[config.mk]
export PLATFORM = sky130hd
export DESIGN_NAME = pulse_wave_timer
export DESIGN_NICKNAME = d
export VERILOG_FILES = /design/src/rtl/pwt_pkg.sv /design/src/rtl/pwt_rst_sync.sv /design/src/rtl/pwt_tick_mux.sv /design/src/rtl/pwt_regs.sv /design/src/rtl/pwt_count_cmp.sv /design/src/rtl/pwt_wave_out.sv /design/src/rtl/pulse_wave_timer.sv
export SDC_FILE = /design/constraint.sdc
export NUM_CORES = 1
export LEC_CHECK = 0
export ABC_AREA = 1
export ABC_CLOCK_PERIOD_IN_PS = 1600
export BUFFER_PORTS_ARGS = -buffer_cell sky130_fd_sc_hd__buf_2
export CORE_MARGIN = 2
export CORE_UTILIZATION = 54
export CTS_CLUSTER_SIZE = 8
export DETAILED_ROUTE_END_ITERATION = 10
export PLACE_DENSITY = 0.74
export RECOVER_POWER = 25
export SLEW_MARGIN = 10
export SYNTH_ARGS = -nofsm -noshare
export SYNTH_HDL_FRONTEND = slang
export SYNTH_SLANG_ARGS = --single-unit
[constraint.sdc]
create_clock -name clk -period 1.6 [get_ports clk]
set_clock_uncertainty 0.1 [all_clocks]
set_input_delay 0.32 -clock clk [delete_from_list [all_inputs] [get_ports clk]]
set_output_delay 0.32 -clock clk [all_outputs]
set_load 0.05 [all_outputs]
[src/rtl/pwt_pkg.sv]
package pwt_pkg;

  typedef enum logic [1:0] {
    SEL_DUTY   = 2'd0,
    SEL_PERIOD = 2'd1,
    SEL_CTRL   = 2'd2,
    SEL_PRESET = 2'd3
  } wr_sel_e;

  typedef enum logic [1:0] {
    SRC_DIV1  = 2'd0,
    SRC_DIV4  = 2'd1,
    SRC_DIV16 = 2'd2,
    SRC_EXT   = 2'd3
  } cnt_src_e;

  // packed MSB first: [4] invert enable, [3:2] source, [1] double buffer, [0] run
  typedef struct packed {
    logic     inv_en;
    cnt_src_e src;
    logic     dbuf_en;
    logic     run;
  } ctrl_t;

  localparam int CTRL_W = $bits(ctrl_t);
  localparam int N_SRC  = 4;

endpackage

[src/rtl/pwt_rst_sync.sv]
module pwt_rst_sync #(
  parameter int STAGES = 2
) (
  input  logic clk,
  input  logic rst_n,
  output logic rst_sync_n
);

  logic [STAGES-1:0] shift_q;

  always_ff @(posedge clk or negedge rst_n) begin
    if (!rst_n) shift_q <= '0;
    else        shift_q <= {shift_q[STAGES-2:0], 1'b1};
  end

  assign rst_sync_n = shift_q[STAGES-1];

endmodule

[src/rtl/pwt_tick_mux.sv]
module pwt_tick_mux
  import pwt_pkg::*;
#(
  parameter int NSRC = N_SRC
) (
  input  logic [NSRC-1:0] tick_vec,
  input  cnt_src_e        src,
  output logic            tick
);

  localparam int SEL_W = $clog2(NSRC);

  logic [NSRC-1:0] hit;

  for (genvar i = 0; i < NSRC; i++) begin : g_src
    assign hit[i] = tick_vec[i] && (src == SEL_W'(i));
  end

  assign tick = |hit;

endmodule

[src/rtl/pwt_regs.sv]
module pwt_regs
  import pwt_pkg::*;
#(
  parameter int CNT_W = 8
) (
  input  logic             clk,
  input  logic             rst_n,
  input  logic             wr_en,
  input  logic [1:0]       wr_sel,
  input  logic [CNT_W-1:0] wr_data,
  input  logic             period_hit,
  output logic [CNT_W-1:0] duty_act,
  output logic [CNT_W-1:0] period_val,
  output ctrl_t            ctrl,
  output logic             preset_wr,
  output logic             preset_val
);

  logic [CNT_W-1:0] duty_act_q, duty_act_d;
  logic [CNT_W-1:0] duty_buf_q, duty_buf_d;
  logic [CNT_W-1:0] period_q, period_d;
  ctrl_t            ctrl_q, ctrl_d;
  logic             duty_wr, period_wr, ctrl_wr;

  always_comb begin
    duty_wr    = wr_en && (wr_sel == SEL_DUTY);
    period_wr  = wr_en && (wr_sel == SEL_PERIOD);
    ctrl_wr    = wr_en && (wr_sel == SEL_CTRL);
    preset_wr  = wr_en && (wr_sel == SEL_PRESET);
    preset_val = wr_data[0];

    duty_act_d = duty_act_q;
    duty_buf_d = duty_buf_q;
    period_d   = period_q;
    ctrl_d     = ctrl_q;

    // buffered value moves into the compare path at the period match
    if (ctrl_q.dbuf_en && period_hit) duty_act_d = duty_buf_q;

    if (duty_wr) begin
      duty_buf_d = wr_data;
      if (!ctrl_q.dbuf_en) duty_act_d = wr_data;
    end

    if (period_wr) period_d = wr_data;
    if (ctrl_wr)   ctrl_d   = ctrl_t'(wr_data[CTRL_W-1:0]);
  end

  always_ff @(posedge clk or negedge rst_n) begin
    if (!rst_n) begin
      duty_act_q <= '0;
      duty_buf_q <= '0;
      period_q   <= '1;
      ctrl_q     <= '0;
    end else begin
      duty_act_q <= duty_act_d;
      duty_buf_q <= duty_buf_d;
      period_q   <= period_d;
      ctrl_q     <= ctrl_d;
    end
  end

  assign duty_act   = duty_act_q;
  assign period_val = period_q;
  assign ctrl       = ctrl_q;

endmodule

[src/rtl/pwt_count_cmp.sv]
module pwt_count_cmp #(
  parameter int CNT_W = 8
) (
  input  logic             clk,
  input  logic             rst_n,
  input  logic             run,
  input  logic             tick,
  input  logic [CNT_W-1:0] duty_cmp,
  input  logic [CNT_W-1:0] period_cmp,
  output logic [CNT_W-1:0] cnt,
  output logic             duty_hit,
  output logic             period_hit
);

  logic [CNT_W-1:0] cnt_q, cnt_d;
  logic             step;

  always_comb begin
    step       = run && tick;
    duty_hit   = step && (cnt_q == duty_cmp);
    period_hit = step && (cnt_q == period_cmp);

    cnt_d = cnt_q;
    if (!run)            cnt_d = '0;
    else if (period_hit) cnt_d = '0;
    else if (step)       cnt_d = cnt_q + CNT_W'(1);
  end

  always_ff @(posedge clk or negedge rst_n) begin
    if (!rst_n) cnt_q <= '0;
    else        cnt_q <= cnt_d;
  end

  assign cnt = cnt_q;

endmodule

[src/rtl/pwt_wave_out.sv]
module pwt_wave_out (
  input  logic clk,
  input  logic rst_n,
  input  logic duty_hit,
  input  logic period_hit,
  input  logic inv_en,
  input  logic preset_wr,
  input  logic preset_val,
  output logic wave,
  output logic irq_duty,
  output logic irq_period
);

  logic wave_q, wave_d, toggle;
  logic irq_duty_q, irq_period_q;

  always_comb begin
    toggle = inv_en && (duty_hit ^ period_hit);
    if (preset_wr) wave_d = preset_val;
    else           wave_d = wave_q ^ toggle;
  end

  always_ff @(posedge clk or negedge rst_n) begin
    if (!rst_n) begin
      wave_q       <= 1'b0;
      irq_duty_q   <= 1'b0;
      irq_period_q <= 1'b0;
    end else begin
      wave_q       <= wave_d;
      irq_duty_q   <= duty_hit;
      irq_period_q <= period_hit;
    end
  end

  assign wave       = wave_q;
  assign irq_duty   = irq_duty_q;
  assign irq_period = irq_period_q;

endmodule

[src/rtl/pulse_wave_timer.sv]
module pulse_wave_timer
  import pwt_pkg::*;
#(
  parameter int CNT_W = 8
) (
  input  logic             clk,
  input  logic             rst_n,
  input  logic             wr_en,
  input  logic [1:0]       wr_sel,
  input  logic [CNT_W-1:0] wr_data,
  input  logic             tick_div1,
  input  logic             tick_div4,
  input  logic             tick_div16,
  input  logic             ext_count,
  output logic             wave_out,
  output logic             irq_duty,
  output logic             irq_period
);

  logic             rst_core_n;
  logic             tick;
  logic [CNT_W-1:0] duty_act, period_val, cnt_q;
  ctrl_t            ctrl_q;
  logic             preset_wr, preset_val;
  logic             duty_hit, period_hit;
  logic [N_SRC-1:0] tick_vec;

  assign tick_vec = {ext_count, tick_div16, tick_div4, tick_div1};

  pwt_rst_sync #(.STAGES(2)) u_rst (
    .clk        (clk),
    .rst_n      (rst_n),
    .rst_sync_n (rst_core_n)
  );

  pwt_tick_mux #(.NSRC(N_SRC)) u_mux (
    .tick_vec (tick_vec),
    .src      (ctrl_q.src),
    .tick     (tick)
  );

  pwt_regs #(.CNT_W(CNT_W)) u_regs (
    .clk        (clk),
    .rst_n      (rst_core_n),
    .wr_en      (wr_en),
    .wr_sel     (wr_sel),
    .wr_data    (wr_data),
    .period_hit (period_hit),
    .duty_act   (duty_act),
    .period_val (period_val),
    .ctrl       (ctrl_q),
    .preset_wr  (preset_wr),
    .preset_val (preset_val)
  );

  pwt_count_cmp #(.CNT_W(CNT_W)) u_cnt (
    .clk        (clk),
    .rst_n      (rst_core_n),
    .run        (ctrl_q.run),
    .tick       (tick),
    .duty_cmp   (duty_act),
    .period_cmp (period_val),
    .cnt        (cnt_q),
    .duty_hit   (duty_hit),
    .period_hit (period_hit)
  );

  pwt_wave_out u_wave (
    .clk        (clk),
    .rst_n      (rst_core_n),
    .duty_hit   (duty_hit),
    .period_hit (period_hit),
    .inv_en     (ctrl_q.inv_en),
    .preset_wr  (preset_wr),
    .preset_val (preset_val),
    .wave       (wave_out),
    .irq_duty   (irq_duty),
    .irq_period (irq_period)
  );

endmodule

==> summary.md, run 1 <==
| Metric | Value |
|---|---|
| CTS tree | `yes` |
| HP Class | `input port to register` |
| Net Count, Synth | `264` |
| Gpl congestion | `0.857` |
| Initial Utilization | `56.4%` |
| Largest net degree at the start of global routing | `41` |
| Initial drt markers | `90` |
| Number of top-level pins | `20` |
| Count leader, synth | `nand2_1` |
| Pleak | `1.24 nW` |
| Wirelength per Cell | `12.4 um` |
| HP Start | `wr_data[0]` |
| CTS root buffer | `clkbuf_8` |
| Syn_area_per_cell | `8.46 um^2` |
| DP Worst Slack | `-69.7 ps` |
| CTS Buf Count | `5` |
| Deepest clock path buffer count | `2` |
| Final period util | `105%` |
| Via count | `1671` |
| RSZ-0062 raised after global routing | `yes` |
| Filler cells | `310` |
| Layout cells sized above 1 | `29.0%` |
| Synth area leader | `dfrtp_1` |
| Power Density | `1030 nW/um^2` |
| Critical Path AT | `1780 ps` |
| Post-synth top area share | `40.9%` |
| Synth Cell Area | `2080 um^2` |
| Count of flip-flops with a built-in enable after synthesis | `0` |
| Reg2reg path depth | `7` |
| Critical setup path kind | `register to register` |
| H-tree depth | `2` |
| Peak supply drop | `0.759 mV` |
| Min Tclk post-route | `1670 ps` |
| Final WL | `4130 um` |
| R2R Setup Slk | `-70 ps` |
| Fin cells | `334` |
| Yosys cell types | `25` |
| Fin nets | `304` |
| Total grt overflow | `0` |
| Skew-Pair Late Insertion Delay | `290 ps` |
| Worst setup EP type | `register` |
| Initial antenna violation count | `0` |
| YS warnings | `0` |
| Synth Flop Type | `dfrtp_1` |
| Hold Violations, Final | `0` |
| Die height | `66.1 um` |
| Slew @ Worst Pin | `973 ps` |
| Post-synth ARST share | `100%` |
| Top post-synthesis cells by area | `dfrtp_1, nand2_1, dfstp_2, inv_1, o21ai_0` |
| Flops & latches, synth | `42` |
| HPWL reported at the end of detailed placement | `3050 um` |
| Number of port buffers | `19` |
| Worst EP required | `1710 ps` |
| Worst Hold End | `u_wave.wave$_DFF_PN0_` |
| R2r endpoint | `u_regs.duty_act[4]$_DFF_PN0_` |
| Floorplan row count | `22` |
| Core Footprint | `3690 um^2` |
| Cell count of the worst hold path | `3` |
| Sequential area share after synthesis | `51.0%` |
| Worst Setup Start Kind | `register` |
| Number of max-cap violations | `0` |
| Vias in the first global route | `1615` |
| DRT Pass-1 Iters | `4` |
| Area growth from synthesis to layout | `21.9%` |
| Fmax | `598 MHz` |
| Clock-pin slew on the worst setup and hold paths | `80 ps` |
| Worst Slack Setup Final | `-73.3 ps` |
| Total clock sinks | `42` |
| Placed cells | `324` |
| Antenna cells | `0` |
| Vias per inst | `5.00` |
| Final ANT Viol Nets | `0` |
| GRT Overall Usage | `22.2%` |
| Final setup fails | `9` |
| Residual DRC | `0` |
| Global-route wire length before repair | `7270 um` |
| Synth cell count leaders | `nand2_1, dfrtp_1, inv_1` |
| Status | `complete, but fails checks` |
| Slew headroom | `35.1%` |
| Chip width | `66.1 um` |
| R2R Path Start | `u_regs.period_val[6]$_DFFE_PN1P_` |
| Failing checks | `negative setup slack` |
| CP Max Fanout | `5` |
| Full die area | `4370 um^2` |
| Pins over their slew limit | `0` |
| Mapped Cells | `246` |
-- power by group --
part	internal, mW	total, mW	switching (mW)
sequential	1.24	1.37	0.128
combinational	0.252	0.596	0.345
clock	0.293	0.643	0.350
total	1.79	2.61	0.822
-- routing by layer --
metal / share of wire [%] / track usage (%) / up-vias
met1: 49 / 30.1 / 781
li1: - / - / 857
met3: 3.0 / 5.28 / 8
met2: 47 / 35.1 / 25
met5: 0 / 0 / -
met4: 1.6 / 7.65 / 0
-- kinds of logic after synthesis --
family / after synthesis / share of synthesized area, %
and+or+nand+nor: 109 / 24.7
adders and majority gates: 1 / 0.601
other: 1 / 0.180
AOI/OAI and AO/OA: 38 / 9.98
DFF: 42 / 51.0
xor gates and xnor gates: 15 / 6.31
buffers and inverters: 40 / 7.28
-- cells in the final DEF (no fill, tap or decap) --
master / n
nand2_1: 62
dfrtp_1: 34
inv_1: 32
o21ai_0: 24
buf_2: 18
buf_4: 14
nand2_2: 12
nor2_1: 11
nand3_1: 9
xnor2_1: 8
a31oi_1: 8
dfstp_2: 8
xor2_1: 5
o22ai_2: 5
clkbuf_8: 5
nor2_4: 3
inv_2: 3
nor3_1: 3
xnor2_2: 2
nor2_8: 2
nand4_1: 2
nor3_2: 2
clkinv_2: 2
nand3_4: 1
inv_6: 1
nand2_4: 1
nor3_4: 1
nand3_2: 1
o22ai_1: 1
ha_1: 1
dlygate4sd3_1: 1
clkbuf_1: 1
buf_6: 1
clkbuf_2: 1
conb_1: 1
-- metrics by stage --
| step | util (%) | power, mW | setup TNS (ps) | hold slack [ps] | area [um^2] |
|---|---|---|---|---|---|
| 2_1_floorplan | - | 1.75 | 0 | -75.6 | 2080 |
| 3_3_place_gp | 63.2 | 1.90 | -233 | 6.28 | 2330 |
| 3_5_place_dp | 63.2 | 1.92 | -473 | 8.64 | 2330 |
| 4_1_cts | 66.1 | 2.57 | -419 | 173 | 2440 |
| 5_1_grt | 68.8 | 2.78 | -1400 | 188 | 2540 |
| 6_report | 68.8 | 2.61 | -506 | 176 | 2540 |
-- state kept, by name, summed over array words and instances, names as in the netlist --
register           flops
u_cnt.cnt              8
u_regs.ctrl            5
u_regs.duty_act        8
u_regs.duty_buf_q      8
u_regs.period_val      8
u_rst.shift_q          2
u_wave.irq_duty        1
u_wave.irq_period      1
u_wave.wave            1
-- area by class of cell --
cell class	count	area, um^2	area share, %
Sequential cell	42	1060	41.8
Clock buffer	5	68.8	2.71
Clock inverter	2	10.0	0.394
Inverter	36	140	5.52
Timing Repair Buffer	36	225	8.88
Multi-Input combinational cell	165	972	38.3
Tap cell	48	60.1	2.37
-- worst max-delay path by stage --
stage	slack (ps)	start	cells after the start	end
after floorplan	70	u_regs.period_val[0]$_DFFE_PN1P_	8	u_regs.duty_act[2]$_DFF_PN0_
after global placement	-30	u_regs.period_val[7]$_DFFE_PN1P_	8	u_regs.duty_act[7]$_DFF_PN0_
after detailed placement	-70	u_regs.period_val[0]$_DFFE_PN1P_	8	u_regs.duty_act[5]$_DFF_PN0_
after CTS	-60	u_regs.period_val[7]$_DFFE_PN1P_	7	u_regs.duty_act[7]$_DFF_PN0_
after global routing	-180	u_cnt.cnt[2]$_DFFE_PN0P_	7	u_regs.duty_act[7]$_DFF_PN0_
final	-70	u_regs.period_val[6]$_DFFE_PN1P_	7	u_regs.duty_act[4]$_DFF_PN0_
-- worst max-delay path, stage by stage, from the launching register on --
cell and delay, ps:
dfstp_2 560, xnor2_2 120, nand2_2 90, nor2_4 150
nand3_4 160, nor2_8 170, nand2_1 70, a31oi_1 170
-- repair_timing --
item / 4_1_cts / 5_1_grt
endpoints found under the setup margin: 9 / 15
pin swaps: 3 / 1
setup buffers: 0 / 1
resized for setup: 2 / 23
endpoints found under the hold margin: 2 / 0
cloned: 1 / 0
hold buffers: 1 / 0
Power figures use the tool's default switching activity.
==> run 2: changes to the inputs <==
--- a/config.mk
+++ b/config.mk
@@ -8,11 +8,13 @@
 export ABC_AREA = 1
 export ABC_CLOCK_PERIOD_IN_PS = 1600
 export BUFFER_PORTS_ARGS = -buffer_cell sky130_fd_sc_hd__buf_2
+export CELL_PAD_IN_SITES_DETAIL_PLACEMENT = 1
+export CELL_PAD_IN_SITES_GLOBAL_PLACEMENT = 1
 export CORE_MARGIN = 2
-export CORE_UTILIZATION = 54
+export CORE_UTILIZATION = 44
 export CTS_CLUSTER_SIZE = 8
 export DETAILED_ROUTE_END_ITERATION = 10
-export PLACE_DENSITY = 0.74
+export PLACE_DENSITY_LB_ADDON = 0.1
 export RECOVER_POWER = 25
 export SLEW_MARGIN = 10
 export SYNTH_ARGS = -nofsm -noshare
==> run 2 against run 1 <==
- the run still ends with negative setup slack left
- core utilization fell by 10 points
- non-clock buffer count rose by 6
- maximum frequency is 2.3% lower
- power rose by 11%
- via count grew 3.7%
- combinational power up 18%
- flip-flop and latch count unchanged
- global-route usage up 0.44 points
- clock-buffer cell count rose by 2
- cell count up 3.9%
- routed wire length grew 29%
- highest routed layer unchanged
==> summary.md, run 2 (same netlist as run 1, synthesis figures left out) <==
| Metric | Value |
|---|---|
| Register area | `1060 um^2 (about the same)` |
| HP Class | `input port to register (unchanged)` |
| Initial Utilization | `44.9% (was 56.4%)` |
| Number of port buffers | `19 (unchanged)` |
| Worst EP required | `1660 ps (was 1710 ps)` |
| HPWL reported at the end of detailed placement | `3860 um (was 3050 um)` |
| Deepest clock path buffer count | `2 (unchanged)` |
| Failing checks | `negative setup slack (unchanged)` |
| GRT Overall Usage | `22.6% (was 22.2%)` |
| CTS Buf Count | `5 (unchanged)` |
| Worst setup EP type | `register (unchanged)` |
| Worst hold margin | `175 ps (was 176 ps)` |
| Wirelength per Cell | `15.4 um (was 12.4 um)` |
| Worst Slack Setup Final | `-112 ps (was -73.3 ps)` |
| Pins over their slew limit | `0 (unchanged)` |
| Floorplan row count | `25 (was 22)` |
| Vias per inst | `4.99 (was 5.00)` |
| Final setup fails | `11 (was 9)` |
| Clock-pin slew on the worst setup and hold paths | `80 ps (about the same)` |
| Crit path max-delay family | `simple AND/OR/NAND/NOR gates (unchanged)` |
| Most frequent cells in the layout | `nand2_1, dfrtp_1, inv_1 (unchanged)` |
| Global routing's busiest layer | `met2 (unchanged)` |
| Power Density | `1080 nW/um^2 (was 1030 nW/um^2)` |
| Critical setup path kind | `register to register (unchanged)` |
| Antenna cells | `0 (unchanged)` |
| Fin Setup TNS | `-811 ps (was -506 ps)` |
| Area growth from synthesis to layout | `29.7% (was 21.9%)` |
| Final WL | `5330 um (was 4130 um)` |
| Skew-Pair Late Insertion Delay | `290 ps (about the same)` |
| Met1 Usage GRT | `29.3% (was 30.1%)` |
| Worst Path Buf+Inv | `1 (was 0)` |
| CP max-delay cell | `dfstp_2 (unchanged)` |
| Min Tclk post-route | `1710 ps (was 1670 ps)` |
| Global routing usage on met2 | `38.4% (was 35.1%)` |
| Total grt overflow | `0 (unchanged)` |
| DRT Pass-1 Iters | `4 (unchanged)` |
| Gpl congestion | `0.795 (was 0.857)` |
| Largest net degree at the start of global routing | `41 (unchanged)` |
| Chip width | `72.8 um (was 66.1 um)` |
| Full die area | `5290 um^2 (was 4370 um^2)` |
| Vias in the first global route | `1883 (was 1615)` |
| Final period util | `107% (was 105%)` |
| H-tree depth | `2 (unchanged)` |
| Fmax | `584 MHz (was 598 MHz)` |
| Fin nets | `310 (was 304)` |
| CTS tree | `yes (unchanged)` |
| Filler cells | `565 (was 310)` |
| CTS root buffer | `clkbuf_8 (unchanged)` |
| RSZ-0062 raised after global routing | `yes (unchanged)` |
| Worst Setup Start Kind | `register (unchanged)` |
| Critical Path Max Stage Delay | `560 ps (about the same)` |
| Pleak | `1.33 nW (was 1.24 nW)` |
| Number of top-level pins | `20 (unchanged)` |
| Global-route wire length before repair | `9030 um (was 7270 um)` |
| Slew headroom | `33.0% (was 35.1%)` |
| Total clock sinks | `42 (unchanged)` |
| Residual DRC | `0 (unchanged)` |
| Commonest non-fill, non-tap cell in the layout | `nand2_1 (unchanged)` |
| Core Footprint | `4630 um^2 (was 3690 um^2)` |
| Slew @ Worst Pin | `1000 ps (was 973 ps)` |
| Critical Path AT | `1770 ps (was 1780 ps)` |
| Number of max-cap violations | `0 (unchanged)` |
| Via count | `1732 (was 1671)` |
| Initial drt markers | `65 (was 90)` |
| Die height | `72.8 um (was 66.1 um)` |
| M3 GR Usage | `4.28% (was 5.28%)` |
| Final ANT Viol Nets | `0 (unchanged)` |
| Status | `complete, but fails checks (unchanged)` |
| Layout cells sized above 1 | `34.1% (was 29.0%)` |
| CP cell instances | `xnor2_2 -> nand2_2 -> nor2_4 -> nand3_4 -> nor2_8 -> inv_6 -> nand2_1 -> a31oi_1 (was xnor2_2 -> nand2_2 -> nor2_4 -> nand3_4 -> nor2_8 -> nand2_1 -> a31oi_1)` |
| CP Max Fanout | `8 (was 5)` |
| Initial antenna violation count | `0 (unchanged)` |
| Multi-input logic area | `1040 um^2 (was 972 um^2)` |
| Peak supply drop | `0.532 mV (was 0.759 mV)` |
| Hold Violations, Final | `0 (unchanged)` |
## run 2: cell types whose count changed in the layout (fill, tap and decap cells not counted), sizes merged
cell	delta
bufinv	+1
clkinv	-2
buf	+6
clkbuf	+2
## run 2: path summary, 6_finish.rpt
| check | to | slack, ps | cells past startpoint | start |
|---|---|---|---|---|
| min in group asynchronous | u_rst.shift_q[1]$_DFF_PN0_ | 240 | 2 | rst_n |
| worst min register to register | u_rst.shift_q[1]$_DFF_PN0_ | 260 | 0 | u_rst.shift_q[0]$_DFF_PN0_ |
| worst min-delay path | u_regs.period_val[5]$_DFFE_PN1P_ | 180 | 3 | wr_data[5] |
| worst max register to register | u_regs.duty_act[1]$_DFF_PN0_ | -110 | 8 | u_regs.period_val[7]$_DFFE_PN1P_ |
| max in group asynchronous | u_cnt.cnt[0]$_DFFE_PN0P_ | 320 | 1 | u_rst.shift_q[1]$_DFF_PN0_ |
| worst max-delay path | u_regs.duty_act[1]$_DFF_PN0_ | -110 | 8 | u_regs.period_val[7]$_DFFE_PN1P_ |
## run 2: metrics by stage
stage               util [%]  setup slack (ps)  std cells  area [um^2]  power (mW)
CTS                     55.3              -108        344         2560        2.86
floorplan                  -              74.8        246         2080        1.75
global placement        51.1             -78.1        332         2370        1.92
global route            58.3              -195        347         2700        3.07
finish                  58.3              -112        347         2700        2.90
detailed placement      51.1              -147        332         2370        1.96
## run 2: power by group
| part | total (mW) | leakage [nW] | switching, mW | internal (mW) |
|---|---|---|---|---|
| Sequential | 1.38 | 0.508 | 0.139 | 1.24 |
| Clock | 0.817 | 0.0524 | 0.349 | 0.467 |
| Combinational | 0.704 | 0.771 | 0.403 | 0.300 |
## run 2: tightest hold or removal path: cells and delay by family
family | cells | cell delay [ps]
buf+inv | 2 | 160
compound gates | 1 | 80
## run 2: timing repair
action | CTS | global route
pin swaps | 10 | 19
gates cloned | 1 | 0
hold endpoints to repair | 2 | 0
buffers inserted | 2 | 4
resized for setup | 13 | 33
endpoints found under the setup margin | 9 | 17
hold buffers | 1 | 0
## run 2: final cells by class
type | instances | share of cell area (%)
Clock buffer | 7 | 2.83
Multi-Input combinational cell | 165 | 38.4
Inverter | 36 | 5.19
Sequential cell | 42 | 39.4
Timing Repair Buffer | 42 | 10.6
Tap cell | 54 | 2.50
Clock inverter | 1 | 1.11
## run 2: metal layers
layer | vias to the layer above | share of wire, %
met1 | 843 | 44
met2 | 14 | 53
li1 | 871 | -
met5 | - | 0
met4 | 0 | 0.83
met3 | 4 | 2.0
